File: src/rtl/alarm_irq_pkg.sv
package alarm_irq_pkg;
  localparam int FIELD_W  = 8;
  localparam int NFIELD   = 4;
  localparam int NSRC     = 3;
  localparam int ADDR_W   = 3;
  localparam int SKIP_BIT = 7;

  localparam logic [ADDR_W-1:0] ADDR_CTRL  = 3'd4;
  localparam logic [ADDR_W-1:0] ADDR_FLAGS = 3'd5;

  localparam int SRC_ALARM = 0;
  localparam int SRC_WDT   = 1;
  localparam int SRC_PFAIL = 2;

  localparam int CTL_W     = 5;
  localparam int CTL_HIGH  = 3;
  localparam int CTL_PULSE = 4;
endpackage

File: src/rtl/alarm_match.sv
module alarm_match #(
  parameter int NFIELD  = 4,
  parameter int FIELD_W = 8
) (
  input  logic [NFIELD*FIELD_W-1:0] alarm_vec,
  input  logic [NFIELD*FIELD_W-1:0] now_vec,
  output logic                      hit
);
  logic [NFIELD-1:0] field_ok;

  for (genvar i = 0; i < NFIELD; i++) begin : g_field
    // top bit of each alarm field removes it from the compare
    assign field_ok[i] = alarm_vec[i*FIELD_W + FIELD_W-1] |
                         (alarm_vec[i*FIELD_W +: FIELD_W-1] == now_vec[i*FIELD_W +: FIELD_W-1]);
  end

  assign hit = &field_ok;
endmodule

File: src/rtl/event_flags.sv
module event_flags #(
  parameter int NSRC = 3
) (
  input  logic            clk,
  input  logic            rst,
  input  logic [NSRC-1:0] set_vec,
  input  logic            clr_all,
  output logic [NSRC-1:0] flags
);
  always_ff @(posedge clk) begin
    if (rst) flags <= '0;
    else     flags <= (clr_all ? '0 : flags) | set_vec;
  end
endmodule

File: src/rtl/irq_driver.sv
module irq_driver #(
  parameter int NSRC      = 3,
  parameter int PULSE_LEN = 4
) (
  input  logic            clk,
  input  logic            rst,
  input  logic [NSRC-1:0] flags,
  input  logic [NSRC-1:0] enables,
  input  logic            active_high,
  input  logic            pulse_mode,
  output logic            pin
);
  localparam int CW = $clog2(PULSE_LEN + 1);

  logic [NSRC-1:0] pend, pend_prev;
  logic [CW-1:0]   cnt;
  logic            fresh, act;

  assign pend  = flags & enables;
  assign fresh = |(pend & ~pend_prev);
  assign act   = pulse_mode ? (fresh || (cnt != '0)) : (|pend);

  always_ff @(posedge clk) begin
    if (rst) begin
      pend_prev <= '0;
      cnt       <= '0;
      pin       <= 1'b1;
    end else begin
      pend_prev <= pend;
      if (fresh)           cnt <= CW'(PULSE_LEN - 1);
      else if (cnt != '0)  cnt <= cnt - 1'b1;
      pin <= active_high ? act : ~act;
    end
  end
endmodule

File: src/rtl/alarm_irq_ctrl.sv
module alarm_irq_ctrl
  import alarm_irq_pkg::*;
#(
  parameter int PULSE_LEN = 4
) (
  input  logic              clk,
  input  logic              rst,
  input  logic              reg_wr,
  input  logic              reg_rd,
  input  logic [ADDR_W-1:0] reg_addr,
  input  logic [7:0]        reg_wdata,
  output logic [7:0]        reg_rdata,
  input  logic              tick,
  input  logic [7:0]        cur_sec,
  input  logic [7:0]        cur_min,
  input  logic [7:0]        cur_hour,
  input  logic [7:0]        cur_date,
  input  logic              wdt_event,
  input  logic              pfail_event,
  output logic              irq_pin
);
  localparam int VEC_W = NFIELD * FIELD_W;

  logic [VEC_W-1:0] alarm_vec;
  logic [VEC_W-1:0] now_vec;
  logic [CTL_W-1:0] ctrl_q;
  logic [NSRC-1:0]  flags_q;
  logic [NSRC-1:0]  set_vec;
  logic             hit, flag_rd;
  logic [7:0]       rd_mux;

  assign now_vec = {cur_date, cur_hour, cur_min, cur_sec};

  for (genvar i = 0; i < NFIELD; i++) begin : g_alarm_reg
    always_ff @(posedge clk) begin
      if (rst) alarm_vec[i*FIELD_W +: FIELD_W] <= '0;
      else if (reg_wr && reg_addr == ADDR_W'(i))
        alarm_vec[i*FIELD_W +: FIELD_W] <= reg_wdata;
    end
  end

  always_ff @(posedge clk) begin
    if (rst) ctrl_q <= '0;
    else if (reg_wr && reg_addr == ADDR_CTRL) ctrl_q <= reg_wdata[CTL_W-1:0];
  end

  alarm_match #(.NFIELD(NFIELD), .FIELD_W(FIELD_W)) u_match (
    .alarm_vec(alarm_vec),
    .now_vec  (now_vec),
    .hit      (hit)
  );

  assign flag_rd = reg_rd && (reg_addr == ADDR_FLAGS);

  always_comb begin
    set_vec            = '0;
    set_vec[SRC_ALARM] = tick && hit;
    set_vec[SRC_WDT]   = wdt_event;
    set_vec[SRC_PFAIL] = pfail_event;
  end

  event_flags #(.NSRC(NSRC)) u_flags (
    .clk    (clk),
    .rst    (rst),
    .set_vec(set_vec),
    .clr_all(flag_rd),
    .flags  (flags_q)
  );

  always_comb begin
    rd_mux = '0;
    if (int'(reg_addr) < NFIELD)
      rd_mux = alarm_vec[int'(reg_addr)*FIELD_W +: FIELD_W];
    else if (reg_addr == ADDR_CTRL)
      rd_mux[CTL_W-1:0] = ctrl_q;
    else if (reg_addr == ADDR_FLAGS)
      rd_mux[NSRC-1:0] = flags_q;
  end

  always_ff @(posedge clk) begin
    if (rst)         reg_rdata <= '0;
    else if (reg_rd) reg_rdata <= rd_mux;
  end

  irq_driver #(.NSRC(NSRC), .PULSE_LEN(PULSE_LEN)) u_drv (
    .clk        (clk),
    .rst        (rst),
    .flags      (flags_q),
    .enables    (ctrl_q[NSRC-1:0]),
    .active_high(ctrl_q[CTL_HIGH]),
    .pulse_mode (ctrl_q[CTL_PULSE]),
    .pin        (irq_pin)
  );
endmodule

File: config.mk
export PLATFORM = sky130hd
export DESIGN_NAME = alarm_irq_ctrl
export DESIGN_NICKNAME = d
export VERILOG_FILES = /design/src/rtl/alarm_irq_pkg.sv /design/src/rtl/alarm_match.sv /design/src/rtl/event_flags.sv /design/src/rtl/irq_driver.sv /design/src/rtl/alarm_irq_ctrl.sv
export SDC_FILE = /design/constraint.sdc
export NUM_CORES = 1
export LEC_CHECK = 0
export ABC_AREA = 1
export BUFFER_PORTS_ARGS = -buffer_cell sky130_fd_sc_hd__buf_4
export CORE_MARGIN = 2
export CORE_UTILIZATION = 23
export DETAILED_ROUTE_END_ITERATION = 16
export SLEW_MARGIN = 20
export SYNTH_ARGS = -nofsm -noshare
export SYNTH_HDL_FRONTEND = slang
export SYNTH_SLANG_ARGS = --single-unit
File: constraint.sdc
create_clock -name clk -period 1.5 [get_ports clk]
set_input_delay 0.3 -clock clk [delete_from_list [all_inputs] [get_ports clk]]
set_output_delay 0.3 -clock clk [all_outputs]
set_load 0.1 [all_outputs]
# Word level (Yosys, flattened, before mapping)
# Cells that the tools add are included.
# word_totals
in_bits	50
ff_bits	55
wordCells	57
output_inout_bits	9
# op_classes
mux	10
n_reduce_logical	15
bitwise	9
order_cmp	1
addsub	1
eq_ne	9
n_shift	1
# op_table
cell	n
$shiftx A32 B7 Y8	1
$eq A7 B7 Y1	4
$mux W3	4
$logic_and A1 B1 Y1	7
$and A3 B3 Y3	2
$eq A3 B2 Y1 const B	2
$eq A3 B3 Y1 const B	2
$mux W2	3
$reduce_or A3 Y1	2
$mux W5	1
$or A1 B1 Y1	4
$reduce_and A4 Y1	1
$reduce_or A4 Y1	1
$eq A3 B1 Y1 const B	1
$logic_not A3 Y1	1
$lt A3 B3 Y1 const B	1
$not A3 Y3	1
$or A3 B3 Y3	1
$reduce_bool A3 Y1	1
$sub A3 B1 Y3 const B	1
$mux W1	2
$reduce_bool A2 Y1	1
$logic_or A1 B1 Y1	1
$not A1 Y1	1

# Depth between registers and ports, before layout
# Gate-level depths: netlist (run 1).
# depth
ltp_word	7
mapped_depth	11
mapped_depth_nobuf	11

# Modules after synthesis
# A second synthesis (run 1) with hierarchy kept.
# unflattened
cells_unflattened	479
hier_area_um2	3022.9
# by_module_without_submodules
mod	seq_area_each_um2	area_per_inst_um2	cells_per_inst	n_inst
alarm_irq_ctrl	900.9	2038.2	304	1
alarm_match	0.0	514.2	116	1
irq_driver	140.1	369.1	46	1
event_flags	60.1	101.3	13	1

# Worst setup path after synthesis (run 1)
# No wires, ideal clock.
# synth_path
kind	flip-flop to flip-flop
start	reg reg_rdata[2] (netlist name)
end	reg reg_rdata[2]
required_ns	1.430
setup_time_ns	0.070
path_slack_ns	0.138
arrival_ns	1.293
stages_incl_launch_ff	5
path_buffers	0
period_less_slack_ns	1.362
path_cell_list	dfxtp_1 inv_1 nor2_1 a221oi_1 a21oi_1
# synth_rtl
item	line	text
end signal: assignment	alarm_irq_ctrl.sv:82	else if (reg_rd) reg_rdata <= rd_mux;
end: declaration	alarm_irq_ctrl.sv:12	output logic [7:0] reg_rdata,

# Worst setup path after layout (run 1)
# layout_path
start	reg alarm_vec[13]
end	reg u_flags.flags[0]
# layout_via
elab_chain_len	5
# layout_lines
item	line	text
start: declaration	alarm_irq_ctrl.sv:24	logic [VEC_W-1:0] alarm_vec;
start signal: indexed assignment	alarm_irq_ctrl.sv:38	alarm_vec[i*FIELD_W +: FIELD_W] <= reg_wdata;
$eq A7 B7 Y1	alarm_match.sv:14	(alarm_vec[i*FIELD_W +: FIELD_W-1] == now_vec[i*FIELD_W +: FIELD_W-1]);
$or A1 B1 Y1	alarm_match.sv:13	assign field_ok[i] = alarm_vec[i*FIELD_W + FIELD_W-1] |
$reduce_and A4 Y1	alarm_match.sv:17	assign hit = &field_ok;
$logic_and A1 B1 Y1	alarm_irq_ctrl.sv:57	set_vec[SRC_ALARM] = tick && hit;
$or A3 B3 Y3	event_flags.sv:12	else flags <= (clr_all ? '0 : flags) | set_vec;
end signal: assignment	event_flags.sv:12	
end: declaration	event_flags.sv:8	output logic [NSRC-1:0] flags
# Every way passes these cells.
# A chain may end at the register's enable or synchronous reset.

==> impl_results.rst, run 1 <==
.. list-table::
   :header-rows: 1

   * - Metric
     - Value
   * - Total negative setup slack
     - 0 ns
   * - Synth Cell Area
     - between 0.002 and 0.003 mm^2
   * - Most common cell in the netlist
     - sky130_fd_sc_hd__nand2_1
   * - Vias/cell
     - 4.35
   * - Clock Skews
     - 0.00823 ns
   * - Kind of cell with the highest combined delay on the critical path
     - simple AND/OR/NAND/NOR gates
   * - Ports
     - 59
   * - Clock tree from TritonCTS
     - built
   * - Global-route congestion overflow total
     - 0
   * - Global-route wire length before repair
     - around 12,000 um
   * - Slowest library cell on the worst path
     - sky130_fd_sc_hd__dfxtp_1
   * - Most used standard cells in the synthesized netlist
     - sky130_fd_sc_hd__nand2_1 (76), sky130_fd_sc_hd__nor2_1 (56), sky130_fd_sc_hd__dfxtp_1 (55)
   * - Setup violations, final
     - 0
   * - Max cap viols
     - 0
   * - Pleak
     - ~1.5 nW
   * - Endpoint kind of the worst setup timing path
     - flop
   * - H-tree levels
     - 2
   * - Largest net degree at the start of global routing
     - 38
   * - Setup crit start kind
     - flop
   * - Area share of the largest cell type after synthesis
     - 0.406
   * - Logic depth of the worst register-to-register path
     - 11
   * - Number of global-route vias before repair
     - roughly 2,400
   * - Worst min-delay path category
     - primary input to flop
   * - WP buf/inv
     - 1
   * - Port-buffer cells
     - 54
   * - CP dominant cell by count
     - sky130_fd_sc_hd__nand2_1
   * - Number of gates on the worst path with buffers counted
     - 11
   * - Post-placement worst setup slack
     - about 0.11 ns
   * - Hold Fails Final Rpt
     - 0
   * - Die extent in x
     - around 110 um
   * - Synth Register Bits
     - 55
   * - Fraction of the cycle the final worst path needs
     - 0.861
   * - Relative slew margins
     - 0.736
   * - Synthesized netlist cell count
     - just under 400
   * - Dominant combinational cell family by area after synthesis
     - simple AND/OR/NAND/NOR gates
   * - Count of vias placed by the detailed router
     - ~2,600
   * - Layout cell share with drive strength beyond 1
     - 0.196
   * - Detailed Routing Iterations Pass 1
     - 4
   * - Syn_area_per_cell
     - roughly 7 um^2
   * - Outcome
     - finished clean
   * - Clock slew at the register clock pins of the worst setup and hold paths
     - ~0.07 ns
   * - Setup fix buffers added after clock tree synthesis
     - 0
   * - DR WL/cell
     - approximately 13 um
   * - Required time reported for the critical path endpoint
     - approximately 1.7 ns
   * - Top post-synthesis cells by area
     - sky130_fd_sc_hd__dfxtp_1 (41%), sky130_fd_sc_hd__nand2_1 (11%), sky130_fd_sc_hd__o21ai_0 (7.9%), sky130_fd_sc_hd__nor2_1 (7.7%), sky130_fd_sc_hd__inv_1 (6.5%)
   * - Number of unique standard cell types used by synthesis
     - 32
   * - Total DRC errors in the routed layout
     - 0
   * - Clock Sinks
     - 55
   * - Synthesized Nets
     - between 400 and 500
   * - Critical path arrival
     - ~1.5 ns
   * - Async set or reset register ratio after synthesis
     - 0
   * - Achievable frequency
     - approximately 0.77 GHz
   * - DIE HEIGHT
     - about 110 um
   * - Starting DRT DRC Count
     - between 100 and 150
   * - Number of antenna violations at the first check in global routing
     - 0
   * - Xor and xnor fraction of the mapped netlist area
     - 0.0452
   * - Largest buffer count on any clock path
     - 2
   * - Area share of fa/ha/maj cells after synthesis
     - 0.00922
   * - Most used DFF post-synth
     - sky130_fd_sc_hd__dfxtp_1
   * - Worst Max-Slew Pin Slew
     - 0.394 ns
   * - Final #Nets
     - about 500
   * - Overall Global Routing Usage
     - 0.124
   * - Areal power density over the cells
     - ~980 mW/mm^2
   * - Setup CP Type
     - flop to flop
   * - Area Growth Syn to Fin
     - 25.8%
   * - Number of max-slew violations in the final report
     - 0
   * - Layout fillers
     - ~1,200
   * - Post-synthesis compound-gate area fraction
     - 0.206
   * - Placeable core region
     - ~0.011 mm^2
   * - Smallest setup slack after layout
     - 0.209 ns
   * - Worst supply voltage drop on vdd
     - about 0.00049 V
   * - Multiplexer fraction of the synthesized cell area
     - 0.00415
   * - Sequence of cells on the critical path
     - inv_1 > nand2_1 > nand2_1 > nand2_1 > nor2_1 > nand2_1 > nand2_1 > nand3_1 > nor2_1 > nor2_1 > nor2_1
   * - Unrepaired setup endpoints after global routing
     - false
   * - Overall die area
     - approximately 0.013 mm^2
   * - Number of enable flip-flop cells after synthesis
     - 0
   * - CTS resizes
     - 0
   * - Largest fanout on the critical path
     - 3
   * - Root buffer selected by CTS
     - sky130_fd_sc_hd__clkbuf_16
   * - Detailed-placement wirelength estimate
     - roughly 6000 um
   * - Cell Rows
     - 39
   * - DRT Wirelength
     - between 7000 and 8000 um
   * - Post-detailed-route count of antenna-violating nets
     - 0
   * - Post-layout min period
     - around 1.3 ns
   * - Simple-gate share of the synthesized area
     - 0.228
   * - # hold bufs at CTS
     - 0
   * - Number of stages on the worst hold path
     - 3
   * - GPL Wtd Cong
     - a little under 0.8
   * - Slowest stage delay, CP
     - approximately 0.31 ns
   * - Sequential area share after synthesis
     - 0.406
   * - Post-synthesis cell type with the largest combined area
     - sky130_fd_sc_hd__dfxtp_1
   * - Number of buffers created by CTS
     - 5
   * - Synth warnings
     - 0
   * - Clock latency reported for the late side of the worst-skew pair
     - around 0.29 ns
   * - Antenna cell count
     - 0
   * - Initial core utilization
     - 0.237
area by class of cell:
cell class | instances | area, um^2 | share of cell area
clock inverter | 2 | 12.5 | 0.00366
clock buffer | 6 | 129 | 0.0377
sequential | 55 | 1100 | 0.322
inverter | 57 | 214 | 0.0627
multi-input combinational | 268 | 1340 | 0.392
tap | 143 | 179 | 0.0524
timing repair buffer | 57 | 440 | 0.129
kinds of logic (layout without fill, tap and decap cells):
family | after synthesis | count (layout)
xor gates and xnor gates | 14 | 14
AOI/OAI and AO/OA | 102 | 102
DFF | 55 | 55
and+or+nand+nor | 149 | 149
adders and majority gates | 2 | 2
muxes | 1 | 1
buffers and inverters | 66 | 122
layer usage:
layer / share of wire / vias up / global-route usage
li1: - / 1354 / -
met1: 0.46 / 1126 / 0.170
met2: 0.46 / 65 / 0.198
met3: 0.060 / 11 / 0.0265
met4: 0.015 / 0 / 0.0325
met5: 0 / - / 0
state kept, by name, summed over array words and instances, names as in the netlist:
| register | flops |
|---|---|
| u_drv.pin | 1 |
| ctrl_q | 5 |
| u_flags.flags | 3 |
| u_drv.pend_prev | 3 |
| reg_rdata | 8 |
| u_drv.cnt | 3 |
| alarm_vec | 32 |
power breakdown:
group | total (W) | switching (W) | internal (W)
sequential | 0.00159 | 0.0000500 | 0.00154
clock | 0.00114 | 0.000525 | 0.000618
combinational | 0.000630 | 0.000343 | 0.000288
total | 0.00336 | 0.000917 | 0.00245
tightest hold or removal path: cells and delay by family:
| kind | cells | cell delay [ns] |
|---|---|---|
| simple gates | 1 | 0.07 |
| compound gates | 1 | 0.03 |
| buf+inv | 1 | 0.08 |
through the flow:
stage / total power, W / instance area [um^2] / util / std cells / hold slack [ns]
final: 0.00336 / 3410 / 0.298 / 588 / 0.221
after global routing: 0.00353 / 3410 / 0.298 / 588 / 0.233
after CTS: 0.00338 / 3410 / 0.298 / 588 / 0.224
after detailed placement: 0.00226 / 3270 / 0.285 / 580 / 0.460
after global placement: 0.00223 / 3270 / 0.285 / 580 / 0.459
after floorplan: 0.00201 / 2720 / - / 389 / 0.417
layout by cell type (no fill, tap or decap):
| cell type | instances |
|---|---|
| sky130_fd_sc_hd__xnor2_1 | 10 |
| sky130_fd_sc_hd__nand2_2 | 2 |
| sky130_fd_sc_hd__a21oi_2 | 1 |
| sky130_fd_sc_hd__a41oi_1 | 1 |
| sky130_fd_sc_hd__a221oi_2 | 1 |
| sky130_fd_sc_hd__o2111a_1 | 1 |
| sky130_fd_sc_hd__clkinv_2 | 1 |
| sky130_fd_sc_hd__o221ai_1 | 2 |
| sky130_fd_sc_hd__ha_1 | 2 |
| sky130_fd_sc_hd__buf_4 | 56 |
| sky130_fd_sc_hd__clkinvlp_4 | 1 |
| sky130_fd_sc_hd__o22ai_1 | 6 |
| sky130_fd_sc_hd__nand2_1 | 76 |
| sky130_fd_sc_hd__nor2_4 | 4 |
| sky130_fd_sc_hd__nand4_1 | 2 |
| sky130_fd_sc_hd__nor2_1 | 56 |
| sky130_fd_sc_hd__a21oi_1 | 33 |
| sky130_fd_sc_hd__xor2_1 | 4 |
| sky130_fd_sc_hd__nor3_2 | 1 |
| sky130_fd_sc_hd__dfxtp_1 | 55 |
| sky130_fd_sc_hd__a22oi_1 | 2 |
| sky130_fd_sc_hd__clkbuf_1 | 1 |
| sky130_fd_sc_hd__o21ai_1 | 9 |
| sky130_fd_sc_hd__clkbuf_16 | 5 |
| sky130_fd_sc_hd__inv_2 | 10 |
| sky130_fd_sc_hd__nand3_1 | 5 |
| sky130_fd_sc_hd__a31oi_1 | 2 |
| sky130_fd_sc_hd__inv_1 | 47 |
| sky130_fd_sc_hd__nor2_2 | 3 |
| sky130_fd_sc_hd__mux2_2 | 1 |
| sky130_fd_sc_hd__a221oi_1 | 1 |
| sky130_fd_sc_hd__o21ai_0 | 43 |
| sky130_fd_sc_hd__buf_12 | 1 |
worst paths after layout:
kind,from,endpoint,slack (ns)
worst max-delay path,alarm_vec[13],u_flags.flags[0],0.21
worst min-delay path,wdt_event,u_flags.flags[1],0.22
worst max register to register,alarm_vec[13],u_flags.flags[0],0.21
worst min register to register,reg_rdata[5],reg_rdata[5],0.47
No activity file was read; power rests on OpenSTA's default activity.
==> run 2, diff against run 1 <==
--- a/config.mk
+++ b/config.mk
@@ -14,3 +14,4 @@
 export SYNTH_ARGS = -nofsm -noshare
 export SYNTH_HDL_FRONTEND = slang
 export SYNTH_SLANG_ARGS = --single-unit
+export TNS_END_PERCENT = 30
==> constraint.sdc (replaced) <==
create_clock -name clk -period 1.5 [get_ports clk]
set_input_delay 0.225 -clock clk [delete_from_list [all_inputs] [get_ports clk]]
set_output_delay 0.225 -clock clk [all_outputs]
set_load 0.1 [all_outputs]
==> run 2 against run 1 <==
Net effect: sequential power is essentially flat; cell count shrank 0.34%; non-clock buffer count shrank 2; setup slack lost 0.075 ns; largest power group unchanged; critical endpoint is now u_drv.cnt[1]; sequential share of layout area shrank 0.34 points; via count grew 2.9%; total power grew 9.6%; sequential cell count is the same; first-iteration DRC count grew 19%; critical path depth shrank 5; register-to-register slack lost 0.07 ns.
==> impl_results.rst, run 2 (synthesis gave the netlist of run 1 again) <==
.. list-table::
   :header-rows: 1

   * - Metric
     - Value
   * - Overall die area
     - ~0.013 mm^2
   * - Worst-case register-to-register setup slack
     - around 0.13 ns
   * - Met3 demand-to-capacity share in global routing
     - 0.0297
   * - Worst Max-Slew Pin Slew
     - between 0.3 and 0.4 ns
   * - Detailed-placement wirelength estimate
     - about 6000 um
   * - # hold bufs at CTS
     - 0
   * - Number of max-slew violations in the final report
     - 0
   * - Area Growth Syn to Fin
     - 27.1%
   * - Post-layout min period
     - between 1 and 1.5 ns
   * - Outcome
     - finished clean
   * - GR Util met1
     - 0.166
   * - Logic depth of the worst register-to-register path
     - 6
   * - Clock tree from TritonCTS
     - built
   * - Busiest layer in global routing
     - met2
   * - Setup fix buffers added after clock tree synthesis
     - 0
   * - Initial core utilization
     - 0.237
   * - Port-buffer cells
     - 54
   * - DRT Wirelength
     - 7730 um
   * - Root buffer selected by CTS
     - sky130_fd_sc_hd__clkbuf_16
   * - Area of placed instances
     - roughly 0.0033 mm^2
   * - Pleak
     - between 1 and 1.5 nW
   * - Largest register by flop count
     - alarm_vec
   * - H-tree levels
     - 2
   * - Total negative setup slack
     - 0 ns
   * - Post-detailed-route count of antenna-violating nets
     - 0
   * - Reg-to-reg critical path startpoint
     - u_drv.cnt[0]
   * - Setup crit start kind
     - flop
   * - Achievable frequency
     - 0.732 GHz
   * - Total DRC errors in the routed layout
     - 0
   * - Required time reported for the critical path endpoint
     - ~1.7 ns
   * - Worst min-delay path category
     - primary input to flop
   * - Ports
     - approximately 60
   * - Antenna cell count
     - 0
   * - Capturing instance or port of the critical path
     - u_drv.cnt[1]
   * - Clock Skews
     - about 0.0062 ns
   * - Unrepaired setup endpoints after global routing
     - false
   * - Number of stages on the worst hold path
     - 3
   * - Most frequent standard cell in the layout excluding fill and tap cells
     - sky130_fd_sc_hd__nand2_1
   * - Max cap viols
     - 0
   * - Largest fanout on the critical path
     - 4
   * - Setup violations, final
     - 0
   * - DIE HEIGHT
     - between 100 and 150 um
   * - Vias/cell
     - 4.49
   * - Final standard cell area without fillers
     - around 0.0035 mm^2
   * - Placeable core region
     - 0.0115 mm^2
   * - Cell Rows
     - 39
   * - Largest registers
     - alarm_vec (32), reg_rdata (8), ctrl_q (5)
   * - Total power of the final layout
     - around 0.0037 W
   * - Areal power density over the cells
     - roughly 1100 mW/mm^2
   * - Number of flip-flops in the largest register
     - 32
   * - Critical path arrival
     - 1.60 ns
   * - Fraction of the cycle the final worst path needs
     - 0.911
   * - Overall Global Routing Usage
     - 0.123
   * - GPL Wtd Cong
     - approximately 0.8
   * - Detailed Routing Iterations Pass 1
     - 4
   * - Met2 usage in global routing
     - 0.192
   * - Die extent in x
     - about 110 um
   * - Hold Fails Final Rpt
     - 0
   * - Number of global-route vias before repair
     - 2,441
   * - Largest net degree at the start of global routing
     - 38
   * - Clock Sinks
     - 55
   * - Largest buffer count on any clock path
     - 2
   * - Layout fillers
     - ~1,200
   * - CTS resizes
     - 0
   * - Worst supply voltage drop on vdd
     - just under 0.0005 V
   * - Setup CP Type
     - flop to flop
   * - Relative slew margins
     - 0.751
   * - Number of buffers created by CTS
     - 5
   * - Count of vias placed by the detailed router
     - 2,630
   * - Final #Nets
     - between 400 and 500
   * - CP Launch Point
     - u_drv.cnt[0]
   * - Starting DRT DRC Count
     - ~140
   * - Number of antenna violations at the first check in global routing
     - 0
   * - DR WL/cell
     - about 13 um
   * - Layout cell share with drive strength beyond 1
     - 0.194
   * - Global-route congestion overflow total
     - 0
   * - Most frequent cells in the layout
     - sky130_fd_sc_hd__nand2_1 (76), sky130_fd_sc_hd__nor2_1 (56), sky130_fd_sc_hd__dfxtp_1 (55)
   * - Endpoint kind of the worst setup timing path
     - flop
   * - Clock latency reported for the late side of the worst-skew pair
     - 0.30 ns
   * - Worst reg2reg path endpoint
     - u_drv.cnt[1]
   * - Global-route wire length before repair
     - 12,300 um
   * - Clock slew at the register clock pins of the worst setup and hold paths
     - 0.07 ns
[run 2: cell count changes in the layout (fill, tap and decap cells not counted)]
cell                        change
sky130_fd_sc_hd__buf_4          -2
sky130_fd_sc_hd__clkbuf_1       -1
sky130_fd_sc_hd__clkinv_2       -1
sky130_fd_sc_hd__bufinv_16      +2
[run 2: routing by layer]
metal,up-vias,routed length (um)
met3,15,369
met2,72,3520
met1,1190,3640
met4,0,204
met5,-,0
li1,1353,-
[run 2: final cells by class]
class	instances	area (um^2)	share of cell area
Multi-Input combinational cell	268	1340	0.388
Inverter	57	214	0.0620
Clock inverter	3	67.6	0.0196
Sequential cell	55	1100	0.319
Timing Repair Buffer	55	425	0.123
Tap cell	143	179	0.0518
Clock buffer	5	125	0.0363
[run 2: how the worst min path moves through the flow]
| stage | slack (ns) | to | startpoint |
|---|---|---|---|
| 2_1_floorplan | 0.34 | u_flags.flags[1] | wdt_event |
| 3_3_place_gp | 0.44 | u_flags.flags[1] | wdt_event |
| 3_5_place_dp | 0.45 | u_flags.flags[1] | wdt_event |
| 4_1_cts | 0.14 | u_flags.flags[1] | wdt_event |
| 5_1_grt | 0.14 | u_flags.flags[1] | wdt_event |
| 6_report | 0.14 | u_flags.flags[1] | wdt_event |
[run 2: stage by stage]
stage	util	instances	worst slack [ns]	hold WS (ns)
final	0.301	586	0.134	0.139
after global routing	0.301	586	0.00747	0.139
after CTS	0.301	586	0.100	0.145
after detailed placement	0.284	578	0.119	0.446
after global placement	0.284	578	0.184	0.439
after floorplan	-	389	0.138	0.342
[run 2: report_power, final]
part | switching [W] | leakage [nW] | internal (W)
logic | 0.000340 | 0.928 | 0.000262
registers | 0.0000486 | 0.447 | 0.00154
clock network | 0.000538 | 0.0900 | 0.000957
[run 2: worst max-delay path: stages (launching register included)]
cell and delay (ns):
sky130_fd_sc_hd__dfxtp_1 0.32, sky130_fd_sc_hd__inv_1 0.08, sky130_fd_sc_hd__ha_1 0.15, sky130_fd_sc_hd__inv_1 0.04, sky130_fd_sc_hd__nor2_1 0.23, sky130_fd_sc_hd__mux2_2 0.38, sky130_fd_sc_hd__a21oi_1 0.11
